--- config.mk ---
export PLATFORM = sky130hd
export DESIGN_NAME = cvrd_host
export DESIGN_NICKNAME = d
export VERILOG_FILES = /design/src/rtl/cvrd_pkg.sv /design/src/rtl/cvrd_req_hold.sv /design/src/rtl/cvrd_gap_timer.sv /design/src/rtl/cvrd_pack.sv /design/src/rtl/cvrd_host.sv
export SDC_FILE = /design/constraint.sdc
export NUM_CORES = 1
export LEC_CHECK = 0
export BUFFER_PORTS_ARGS = -buffer_cell sky130_fd_sc_hd__buf_2
export CORE_MARGIN = 3
export CORE_UTILIZATION = 60
export CTS_CLUSTER_SIZE = 12
export DETAILED_ROUTE_END_ITERATION = 12
export MAX_ROUTING_LAYER = met4
export PLACE_DENSITY = 0.78
export RECOVER_POWER = 25
export SLEW_MARGIN = 20
export SYNTH_ARGS = -nofsm -noshare
export SYNTH_HDL_FRONTEND = slang
export SYNTH_HIERARCHICAL = 1
export SYNTH_SLANG_ARGS = --single-unit
--- constraint.sdc ---
create_clock -name clk -period 6.38 [get_ports clk]
set_clock_uncertainty 0.2 [all_clocks]
set_input_delay 0.638 -clock clk [delete_from_list [all_inputs] [get_ports clk]]
set_output_delay 0.638 -clock clk [all_outputs]
set_load 0.01 [all_outputs]
--- src/rtl/cvrd_pkg.sv ---
package cvrd_pkg;

    typedef enum logic [2:0] {
        ST_IDLE,
        ST_GAP_A,
        ST_RD_A,
        ST_GAP_B,
        ST_RD_B,
        ST_GAP_C,
        ST_RD_C
    } cvrd_state_e;

endpackage

--- src/rtl/cvrd_req_hold.sv ---
module cvrd_req_hold (
    input  logic clk,
    input  logic rst_n,
    input  logic req_i,
    input  logic take_i,
    output logic pend_o
);
    logic pend_d, pend_q;

    always_comb begin
        pend_d = req_i | (pend_q & ~take_i);
    end

    always_ff @(posedge clk or negedge rst_n) begin
        if (!rst_n) pend_q <= 1'b0;
        else        pend_q <= pend_d;
    end

    assign pend_o = pend_q;
endmodule

--- src/rtl/cvrd_gap_timer.sv ---
module cvrd_gap_timer #(
    parameter int CONV_CYC  = 40,
    parameter int SPACE_CYC = 70
) (
    input  logic clk,
    input  logic rst_n,
    input  logic restart_i,
    output logic conv_ok_o,
    output logic space_ok_o
);
    localparam int SW = $clog2(SPACE_CYC + 1);
    localparam logic [SW-1:0] SAT  = SW'(SPACE_CYC);
    localparam logic [SW-1:0] CONV = SW'(CONV_CYC);

    logic [SW-1:0] since_d, since_q;

    always_comb begin
        if (restart_i)          since_d = '0;
        else if (since_q == SAT) since_d = since_q;
        else                    since_d = since_q + 1'b1;
    end

    always_ff @(posedge clk or negedge rst_n) begin
        if (!rst_n) since_q <= SAT;
        else        since_q <= since_d;
    end

    assign conv_ok_o  = (since_q >= CONV);
    assign space_ok_o = (since_q >= SAT);
endmodule

--- src/rtl/cvrd_pack.sv ---
module cvrd_pack #(
    parameter int DATA_W = 12,
    parameter int OUT_W  = 16
) (
    input  logic              byte_mode_i,
    input  logic [DATA_W-1:0] word_i,
    input  logic [7:0]        lo_i,
    input  logic [DATA_W-9:0] hi_i,
    output logic [OUT_W-1:0]  res_o
);
    localparam int PAD = OUT_W - DATA_W;

    logic [DATA_W-1:0] core;

    always_comb begin
        core = byte_mode_i ? {hi_i, lo_i} : word_i;
    end

    generate
        if (PAD > 0) begin : g_pad
            assign res_o = {{PAD{1'b0}}, core};
        end else begin : g_nopad
            assign res_o = core[OUT_W-1:0];
        end
    endgenerate
endmodule

--- src/rtl/cvrd_host.sv ---
module cvrd_host
    import cvrd_pkg::*;
#(
    parameter int STROBE_CYC  = 3,
    parameter int CONV_CYC    = 40,
    parameter int GAP_CYC     = 30,
    parameter int TIMEOUT_CYC = 200,
    parameter int DATA_W      = 12,
    parameter int OUT_W       = 16
) (
    input  logic              clk,
    input  logic              rst_n,
    input  logic              req_i,
    input  logic              slow_mode_i,
    input  logic              byte_bus_i,
    input  logic              busy_n_i,
    input  logic [DATA_W-1:0] bus_i,
    output logic              cs_n_o,
    output logic              rd_n_o,
    output logic              hben_o,
    output logic [OUT_W-1:0]  res_o,
    output logic              res_valid_o,
    output logic              timeout_o
);
    localparam int SPACE_CYC = CONV_CYC + GAP_CYC;
    localparam int TMAX      = (TIMEOUT_CYC > STROBE_CYC) ? TIMEOUT_CYC : STROBE_CYC;
    localparam int CNT_W     = $clog2(TMAX + 1);
    localparam int LO_W      = 8;
    localparam int HI_W      = DATA_W - LO_W;
    localparam logic [CNT_W-1:0] STROBE_LAST  = CNT_W'(STROBE_CYC - 1);
    localparam logic [CNT_W-1:0] TIMEOUT_LAST = CNT_W'(TIMEOUT_CYC - 1);

    typedef struct packed {
        cvrd_state_e       st;
        logic [CNT_W-1:0]  cnt;
        logic              seen_low;
        logic              slow;
        logic              bytem;
        logic              primed;
        logic [LO_W-1:0]   lo;
        logic [HI_W-1:0]   hi;
        logic [OUT_W-1:0]  res;
        logic              vld;
        logic              err;
    } ctl_t;

    ctl_t q, d;

    logic              pend, take, start_now, conv_ok, space_ok;
    logic [LO_W-1:0]   lo_sel;
    logic [HI_W-1:0]   hi_sel;
    logic [OUT_W-1:0]  packed_res;

    cvrd_req_hold u_hold (
        .clk    (clk),
        .rst_n  (rst_n),
        .req_i  (req_i),
        .take_i (take),
        .pend_o (pend)
    );

    cvrd_gap_timer #(
        .CONV_CYC  (CONV_CYC),
        .SPACE_CYC (SPACE_CYC)
    ) u_timer (
        .clk        (clk),
        .rst_n      (rst_n),
        .restart_i  (start_now),
        .conv_ok_o  (conv_ok),
        .space_ok_o (space_ok)
    );

    always_comb begin
        lo_sel = (q.st == ST_RD_C) ? bus_i[LO_W-1:0] : q.lo;
        hi_sel = (q.st == ST_RD_B) ? bus_i[HI_W-1:0] : q.hi;
    end

    cvrd_pack #(
        .DATA_W (DATA_W),
        .OUT_W  (OUT_W)
    ) u_pack (
        .byte_mode_i (q.bytem),
        .word_i      (bus_i),
        .lo_i        (lo_sel),
        .hi_i        (hi_sel),
        .res_o       (packed_res)
    );

    always_comb begin
        d         = q;
        d.vld     = 1'b0;
        d.err     = 1'b0;
        take      = 1'b0;
        start_now = 1'b0;
        unique case (q.st)
            ST_IDLE: begin
                d.cnt      = '0;
                d.seen_low = 1'b0;
                if (pend) begin
                    take    = 1'b1;
                    d.slow  = slow_mode_i;
                    d.bytem = byte_bus_i;
                    if (!slow_mode_i && byte_bus_i && q.primed) d.st = ST_GAP_B;
                    else                                         d.st = ST_GAP_A;
                end
            end
            ST_GAP_A: begin
                if (space_ok) begin
                    d.st       = ST_RD_A;
                    d.cnt      = '0;
                    d.seen_low = 1'b0;
                    start_now  = 1'b1;
                end
            end
            ST_RD_A: begin
                d.cnt = q.cnt + 1'b1;
                if (q.slow) begin
                    if (!busy_n_i) d.seen_low = 1'b1;
                    if (q.seen_low && busy_n_i) begin
                        d.primed = 1'b0;
                        if (q.bytem) begin
                            d.lo = bus_i[LO_W-1:0];
                            d.st = ST_GAP_B;
                        end else begin
                            d.res = packed_res;
                            d.vld = 1'b1;
                            d.st  = ST_IDLE;
                        end
                    end else if (q.cnt == TIMEOUT_LAST) begin
                        d.primed = 1'b0;
                        d.err    = 1'b1;
                        d.st     = ST_IDLE;
                    end
                end else if (q.cnt == STROBE_LAST) begin
                    if (!q.primed) begin
                        d.primed = 1'b1;
                        d.st     = q.bytem ? ST_GAP_B : ST_GAP_A;
                    end else begin
                        d.res = packed_res;
                        d.vld = 1'b1;
                        d.st  = ST_IDLE;
                    end
                end
            end
            ST_GAP_B: begin
                if (conv_ok) begin
                    d.st  = ST_RD_B;
                    d.cnt = '0;
                end
            end
            ST_RD_B: begin
                d.cnt = q.cnt + 1'b1;
                if (q.cnt == STROBE_LAST) begin
                    if (q.slow) begin
                        d.res = packed_res;
                        d.vld = 1'b1;
                        d.st  = ST_IDLE;
                    end else begin
                        d.hi = bus_i[HI_W-1:0];
                        d.st = ST_GAP_C;
                    end
                end
            end
            ST_GAP_C: begin
                if (space_ok) begin
                    d.st      = ST_RD_C;
                    d.cnt     = '0;
                    start_now = 1'b1;
                end
            end
            ST_RD_C: begin
                d.cnt = q.cnt + 1'b1;
                if (q.cnt == STROBE_LAST) begin
                    d.primed = 1'b1;
                    d.res    = packed_res;
                    d.vld    = 1'b1;
                    d.st     = ST_IDLE;
                end
            end
            default: d.st = ST_IDLE;
        endcase
    end

    always_ff @(posedge clk or negedge rst_n) begin
        if (!rst_n) q <= '0;
        else        q <= d;
    end

    logic strobe;
    assign strobe      = (q.st == ST_RD_A) || (q.st == ST_RD_B) || (q.st == ST_RD_C);
    assign cs_n_o      = ~strobe;
    assign rd_n_o      = ~strobe;
    assign hben_o      = (q.st == ST_RD_B);
    assign res_o       = q.res;
    assign res_valid_o = q.vld;
    assign timeout_o   = q.err;
endmodule

==> flow_summary.ini, run 1 <==
[run_status]
outcome = finished, violations left
violations = max-capacitance violations, max-slew violations

[global_route]
grt_max_degree = 54
use_met3 = 0.0464
grt_usage = 0.195
grtUsageMet2 = 0.303
grt_pass1_wl_um = 9180
busiest_layer = met2
grt-ovfl-total = 0
antenna_found_initial = 0
grt_pass1_vias = 1997
use_met1 = 0.252

[clocking]
cts_buffer_depth = 2
root_buffer = clkbuf_8
clock_latency_ns = 0.30
cts_resized = 0
hold_buffers = 0
path_clk_slew_ns = 0.10
cts_tree = done
numCtsBuffers = 5
clock_sinks = 53
h-tree-depth = 2
cts_setup_buffers = 0

[routing]
ant_nets = 0
routedWlPerCell_um = 14.7
via_count = 2084
dr.pass1.iters = 4
route.detailed.drc = 0
drt_wl_total_um = 5370
avgViaCountPerCell = 5.69
drt-initial-drc-count = 150

[setup_path]
ff2ff_path_depth = 5
cp-start-kind = primary input
path_buf_inv = 2
crit_path_top_delay_cell = clkbuf_1
cp_cell_sequence = buf_2 > clkbuf_1
startpoint = rst_n
cp_max_fo = 53
crit_arrival_ns = 2.66
endpoint_kind = asynchronous set/reset pin
r2r-start = q[43]
critPathKind = in -> async
r2r-end = res_o[11]
cp_data_required_time_ns = 6.00
critPathTopFamily = buffers and inverters
r2r_slack_ns = 3.51
slowest_delay_ns = 1.94

[synthesis]
synth_seq_cells = 53
yosys.cell_count.top_type = dfrtp_1
syn_area_per_cell_um2 = 11.0
ys.flop_type = dfrtp_1
yosys.area.top_type = dfrtp_1
synth_warnings = 6
synth_top_cell_area_share = 0.410
synth_seq_area_share = 0.435
synthArstFlopShare = 1.00
synth_common_cells = 50 x dfrtp_1, 36 x mux2_2, 22 x o21ai_0, 21 x buf_4, 19 x mux2_4
syn-instance-count = 277
ys_types = 52
syn_area_um2 = 3060
synth-edff-count = 0
yosys-top-cells-area = dfrtp_1 41%, mux2_2 13%, mux2_4 9.3%

[placed_design]
placed_cells = 358
dp_hpwl_um = 3770
place_congestion = 0.951
port_buffers = 38

[timing]
fmax_mhz = 329
drv_slew = 54
worstMarginPinSlew_ns = 2.74
final.min_clock_period_ns = 3.04
rsz0062_at_grt = no
slew_headroom = -0.828
setup_viol = 0
finalSetupTns_ns = 0
fin_crit_sh = 0.477
hold_violations = 0

[cells_and_area]
fin_cells = 366
antenna_cells = 0
layout-drive-gt1-share = 0.368
areaGrowthSynthToFinish_pct = 6.22
nets = 320

[floorplanning]
die_area_um2 = 5980
start_util = 0.634
ios = 39
fp-row-count = 25
coreArea_um2 = 4820
die_h_um = 77.4
die_w_um = 77.4

[flow_run]
maxCapViolations = 1

[power_and_ir_drop]
ir_drop_v = 0.000108
leakagePower_nw = 1.47
p_per_area_nw_per_um2 = 187

[hold_path]
holdPathEnd = res_o[10]
hold_start = res_o[10]
hold_path_depth = 1
hold_class = reg -> reg
## logic make-up after synthesis
family / share of synthesized area
compound gates: 0.111
xor+xnor: 0.00287
fa+ha+maj: 0.0164
buf+inv: 0.0823
flops: 0.435
mux: 0.230
other cells: 0.00123
simple gates: 0.121
## power by group
part | internal (mW) | switching (mW) | leakage [nW]
logic | 0.0191 | 0.0180 | 0.778
clock network | 0.118 | 0.108 | 0.0554
registers | 0.342 | 0.00313 | 0.638
## per-stage QoR
stage	instance area [um2]	hold WS [ns]	total power, mW	utilization	worst slack [ns]
2_1_floorplan	3070	0.142	0.377	-	4.02
3_3_place_gp	3140	0.283	0.389	0.651	3.63
3_5_place_dp	3140	0.287	0.390	0.651	3.53
4_1_cts	3250	0.259	0.619	0.675	3.37
5_1_grt	3250	0.302	0.637	0.674	2.73
6_report	3250	0.308	0.608	0.674	3.34
## cell type report
class	count	area, um2
clock buffer	6	72.6
sequential	53	1330
multi-input combinational	188	1490
fill	397	1570
tap	67	83.8
timing repair buffer	39	194
inverter	11	41.3
clock inverter	2	38.8
## sequential cells by signal, indices dropped and copies added (netlist names)
| signal | count |
|---|---|
| q | 27 |
| res_valid_o | 1 |
| timeout_o | 1 |
| res_o | 16 |
| u_hold/pend_o | 1 |
| u_timer/since_q | 7 |
## per-layer routing
layer,vias to the layer above,share of wire
li1,1022,-
met1,1004,0.47
met2,54,0.47
met3,4,0.051
met4,0,0.010
met5,-,0
## how the worst max path moves through the flow
stage / to / slack (ns) / cells after the start
global placement: res_o[13] / 3.63 / 5
detailed placement: res_o[13] / 3.53 / 5
floorplan: u_timer/since_q[3] / 4.02 / 7
CTS: cs_n_o / 3.37 / 4
finish: q[28] / 3.34 / 2
global route: u_timer/since_q[5] / 2.73 / 2
## cell usage in the layout (no fill, tap or decap), types with 2 or more instances in the layout
cell,netlist,routed
a31oi_1,5,5
mux2_2,36,36
mux2_4,19,19
o22ai_1,2,2
o31ai_1,2,2
o21ai_0,22,22
clkbuf_1,3,2
nor3_1,4,4
nand2_1,16,16
inv_1,10,10
or3_1,5,5
nand3_1,10,10
ha_1,4,4
nor2_1,15,15
dfrtp_1,50,50
a41oi_1,2,2
nor4b_1,2,2
dfstp_2,3,3
and3_1,2,2
clkbuf_8,0,5
buf_2,2,38
nand2b_1,3,3
conb_1,1,4
a21oi_1,8,8
a211oi_1,2,2
nand4_1,2,2
Note: power is estimated with default switching activity, not from simulation.
==> run 2, diff against run 1 <==
--- a/config.mk
+++ b/config.mk
@@ -7,11 +7,11 @@
 export LEC_CHECK = 0
 export BUFFER_PORTS_ARGS = -buffer_cell sky130_fd_sc_hd__buf_2
 export CORE_MARGIN = 3
-export CORE_UTILIZATION = 60
+export CORE_UTILIZATION = 58
 export CTS_CLUSTER_SIZE = 12
 export DETAILED_ROUTE_END_ITERATION = 12
 export MAX_ROUTING_LAYER = met4
-export PLACE_DENSITY = 0.78
+export PLACE_DENSITY = 0.76
 export RECOVER_POWER = 25
 export SLEW_MARGIN = 20
 export SYNTH_ARGS = -nofsm -noshare
==> constraint.sdc (replaced) <==
create_clock -name clk -period 3.1 [get_ports clk]
set_clock_uncertainty 0.2 [all_clocks]
set_input_delay 0.31 -clock clk [delete_from_list [all_inputs] [get_ports clk]]
set_output_delay 0.31 -clock clk [all_outputs]
set_load 0.01 [all_outputs]
==> flow_summary.ini, run 2 (synthesis results as in run 1) <==
[run_status]
outcome = complete, no violations

[timing]
hold_violations = 0
drv_slew = 0
setup_viol = 0
finalSetupTns_ns = 0
rsz0062_at_grt = no
worstMarginPinSlew_ns = 1.37
fin_hold_ws_ns = 0.0517
slew_headroom = 0.0876
fmax_mhz = 392
final.min_clock_period_ns = 2.55
fin_crit_sh = 0.824

[clocking]
cts_tree = done
cts_resized = 0
numCtsBuffers = 5
root_buffer = clkbuf_8
h-tree-depth = 2
path_clk_slew_ns = 0.10
clock_sinks = 53
clock_latency_ns = 0.30
cts_buffer_depth = 2

[power_and_ir_drop]
p_per_area_nw_per_um2 = 358
ir_drop_v = 0.000178
leakagePower_nw = 1.48

[flow_run]
maxCapViolations = 0

[global_route]
grt-ovfl-total = 0
grt_max_degree = 30
antenna_found_initial = 0
grt_pass1_vias = 2173
grt_pass1_wl_um = 10200
grt_usage = 0.212

[cells_and_area]
areaGrowthSynthToFinish_pct = 7.62
largest_reg_flops = 27
largest-register = q
antenna_cells = 0
fillCellCount = 402
layout-drive-gt1-share = 0.357
multi_input_area_um2 = 1490
final_area_um2 = 3290
final_common_cell = dfrtp_1
nets = 329
finish.utilization = 0.670
fin_cells = 375
final-seq-area_um2 = 1330
layout_common_cells = 50 x dfrtp_1, 36 x mux2_2, 30 x buf_2

[floorplanning]
die_area_um2 = 6170
ios = 39
start_util = 0.622
coreArea_um2 = 4910
die_w_um = 78.6
fp-row-count = 25
die_h_um = 78.6

[setup_path]
cp_max_fo = 12
crit_path_top_delay_cell = dfrtp_1
endpoint_kind = register
crit_arrival_ns = 2.55
cp-start-kind = register
path_buf_inv = 2
critPathKind = reg -> reg
cp_data_required_time_ns = 3.10
critPathTopFamily = multiplexers
slowest_delay_ns = 0.57
crit_top_cell = mux2_2
cp_cell_sequence = inv_1 > or3_1 > inv_1 > mux2_2 > mux2_2 > mux2_2

[routing]
avgViaCountPerCell = 5.74
dr.pass1.iters = 4
via_count = 2153
drt_wl_total_um = 5690
route.detailed.drc = 0
drt-initial-drc-count = 157
ant_nets = 0
routedWlPerCell_um = 15.2

[hold_path]
hold_class = in -> reg

[placed_design]
port_buffers = 38
placed_cells = 365
placed_area_um2 = 3190
dp_hpwl_um = 3930
place_congestion = 0.912
run 2: what timing repair did:
item,in CTS,in global routing
buffers inserted,0,0
hold buffers,2,0
hold endpoints to repair,22,0
run 2: through the flow:
stage / setup slack, ns / power, mW
3_5_place_dp: 0.578 / 0.803
4_1_cts: 0.570 / 1.19
2_1_floorplan: 0.736 / 0.777
6_report: 0.546 / 1.18
3_3_place_gp: 0.601 / 0.801
5_1_grt: 0.409 / 1.23
run 2: report_power, final:
part	leakage [nW]	switching [mW]	internal (mW)
logic	0.801	0.0378	0.0404
registers	0.638	0.00654	0.704
clock network	0.0374	0.228	0.160
run 2: cell type report:
cell class	instances	share of cell area
Inverter	11	0.0126
Timing Repair Buffer	48	0.0791
Clock buffer	6	0.0221
Clock inverter	2	0.00457
Sequential cell	53	0.404
Multi-Input combinational cell	188	0.452
Tap cell	67	0.0255
run 2: final timing paths:
check                      cells past startpoint  slack [ns]   startpoint       end
setup / recovery                               6        0.55        q[44]  res_o[9]
hold / removal                                 2        0.05  slow_mode_i     q[32]
setup reg to reg                               6        0.55        q[44]  res_o[9]
hold reg to reg                                1        0.31        q[21]     q[21]
max in group asynchronous                      3        0.99        rst_n     q[41]
min in group asynchronous                      2        0.66        rst_n  res_o[7]
run 2: metal layers:
metal | global-route usage | vias up | routed length (um)
met5 | - | - | 0
met4 | 0.0629 | 0 | 28
met3 | 0.0424 | 2 | 277
met2 | 0.342 | 52 | 2780
met1 | 0.273 | 1065 | 2600
li1 | - | 1034 | -
==> run 3, diff against run 2 <==
--- a/config.mk
+++ b/config.mk
@@ -7,11 +7,11 @@
 export LEC_CHECK = 0
 export BUFFER_PORTS_ARGS = -buffer_cell sky130_fd_sc_hd__buf_2
 export CORE_MARGIN = 3
-export CORE_UTILIZATION = 58
+export CORE_UTILIZATION = 52
 export CTS_CLUSTER_SIZE = 12
 export DETAILED_ROUTE_END_ITERATION = 12
 export MAX_ROUTING_LAYER = met4
-export PLACE_DENSITY = 0.76
+export PLACE_DENSITY = 0.72
 export RECOVER_POWER = 25
 export SLEW_MARGIN = 20
 export SYNTH_ARGS = -nofsm -noshare
==> constraint.sdc (replaced) <==
create_clock -name clk -period 2.23 [get_ports clk]
set_clock_uncertainty 0.2 [all_clocks]
set_input_delay 0.223 -clock clk [delete_from_list [all_inputs] [get_ports clk]]
set_output_delay 0.223 -clock clk [all_outputs]
set_load 0.01 [all_outputs]
==> flow_summary.ini, run 3 (synthesis results as in run 1) <==
[run_status]
outcome = complete, no violations

[floorplanning]
die_h_um = 82.7
die_w_um = 82.7
die_area_um2 = 6830
fp-row-count = 27
coreArea_um2 = 5610
start_util = 0.545
ios = 39

[setup_path]
cp_max_fo = 8
cp_cell_sequence = or3b_4 > a21oi_2 > o211ai_1 > a21oi_4 > clkbuf_16 > mux2_4
critPathKind = reg -> reg
cp_data_required_time_ns = 2.23
path_buf_inv = 1
r2r-start = q[44]
crit_path_top_delay_cell = or3b_4
startpoint = q[44]
slowest_delay_ns = 0.43
critPathTopFamily = compound AO/OA/AOI/OAI gates
crit_arrival_ns = 2.22
cp-start-kind = register
endpoint_kind = register

[clocking]
path_clk_slew_ns = 0.10
cts_buffer_depth = 2
cts_tree = done
root_buffer = clkbuf_8
clock_latency_ns = 0.30
numCtsBuffers = 5
clock_sinks = 53
h-tree-depth = 2

[power_and_ir_drop]
p_per_area_nw_per_um2 = 450
power_mw = 1.68
ir_drop_v = 0.000270
p_sw_uw = 380
leakagePower_nw = 1.70
pwr-share-clk = 0.338
seqPwrFrac = 0.588
switching_share = 0.226
pwr-share-comb = 0.074
p_int_mw = 1.30

[cells_and_area]
areaGrowthSynthToFinish_pct = 22.1
layout_common_cells = 49 x dfrtp_1, 36 x mux2_2, 35 x buf_2
final_common_cell = dfrtp_1
largest-register = q
final-seq-area_um2 = 1330
fin_cells = 416
fillCellCount = 430
antenna_cells = 0
layout-drive-gt1-share = 0.453
nets = 365
multi_input_area_um2 = 1560
largest_reg_flops = 27

[routing]
ant_nets = 0
via_count = 2309
route.detailed.drc = 0
drt_wl_total_um = 6560
drt-initial-drc-count = 110
routedWlPerCell_um = 15.8
avgViaCountPerCell = 5.55
dr.pass1.iters = 5

[timing]
final.min_clock_period_ns = 2.22
slew_headroom = 0.0466
drv_slew = 0
fmax_mhz = 450
fin_crit_sh = 0.996
fin_hold_ws_ns = 0.00621
rsz0062_at_grt = yes
hold_violations = 0
setup_viol = 0
worstMarginPinSlew_ns = 1.43

[placed_design]
port_buffers = 38
placed_cells = 394
dp_hpwl_um = 4650
place_congestion = 0.837

[global_route]
grt_usage = 0.212
grt-ovfl-total = 0
grt_max_degree = 30
grt_pass1_wl_um = 10700
grt_pass1_vias = 2350
antenna_found_initial = 0

[hold_path]
hold_class = in -> reg
hold_start = bus_i[2]

[flow_run]
maxCapViolations = 0
==> run 3: cell types whose count changed in the layout (fill, tap and decap cells not counted), moves of 3 or more <==
cell / delta
buf_4: +26
buf_2: +5
dlygate4sd3_1: +6
clkbuf_1: -5
o21ai_0: -4
o21ai_1: +4
buf_12: +3
==> run 3: cell type report <==
type                    instances  area share
multi-input cells             188       0.419
flip-flops and latches         53       0.357
repair buffers                 84       0.163
well taps                      72      0.0242
clock buffers                   7      0.0231
inverters                      11      0.0121
clock inverters                 1     0.00201
==> run 3: power groups by stage <==
stage / registers (mW) / logic [mW] / clock network [mW]
global route: 0.991 / 0.138 / 0.623
global placement: 1.01 / 0.111 / 0
detailed placement: 1.01 / 0.114 / 0
floorplan: 1.00 / 0.0748 / 0
CTS: 0.988 / 0.126 / 0.579
finish: 0.988 / 0.123 / 0.567
==> run 3: final timing paths <==
| path | endpoint | depth (start not counted) | slack (ns) |
|---|---|---|---|
| worst min register to register | res_o[12] | 1 | 0.31 |
| worst max-delay path | res_o[6] | 6 | 0.009 |
| min in group asynchronous | res_o[4] | 2 | 0.58 |
| worst min-delay path | q[20] | 2 | 0.006 |
| worst max register to register | res_o[6] | 6 | 0.009 |
| max in group asynchronous | u_timer/since_q[1] | 3 | 0.36 |
==> run 3: stage by stage <==
| step | setup WS, ns | TNS (ns) | area (um2) | utilization |
|---|---|---|---|---|
| floorplan | 0.000438 | 0 | 3100 | - |
| global placement | 0.0288 | 0 | 3440 | 0.614 |
| detailed placement | -0.0972 | -0.137 | 3440 | 0.614 |
| CTS | 0.000421 | 0 | 3650 | 0.652 |
| global route | -0.0546 | -0.877 | 3730 | 0.665 |
| finish | 0.00904 | 0 | 3730 | 0.665 |
==> run 3: repair_timing <==
action                                  CTS  global route
setup buffers                             2             3
hold endpoints to repair                 31             0
endpoints found under the setup margin   10            27
gates cloned                              0             1
resized for setup                         6             9
pin swaps                                 3             2
hold buffers                              8             0
==> run 3: layer usage <==
metal | vias up | GRT usage | wire length (um)
met4 | 0 | 0.0703 | 69
met3 | 4 | 0.0466 | 346
met5 | - | - | 0
li1 | 1109 | - | -
met2 | 61 | 0.362 | 3390
met1 | 1135 | 0.249 | 2760
==> run 3: worst register-to-register path, stage by stage, from the launching register on <==
cell       delay (ns)
dfrtp_1          0.42
or3b_4           0.43
a21oi_2          0.15
o211ai_1         0.16
a21oi_4          0.26
clkbuf_16        0.21
mux2_4           0.30
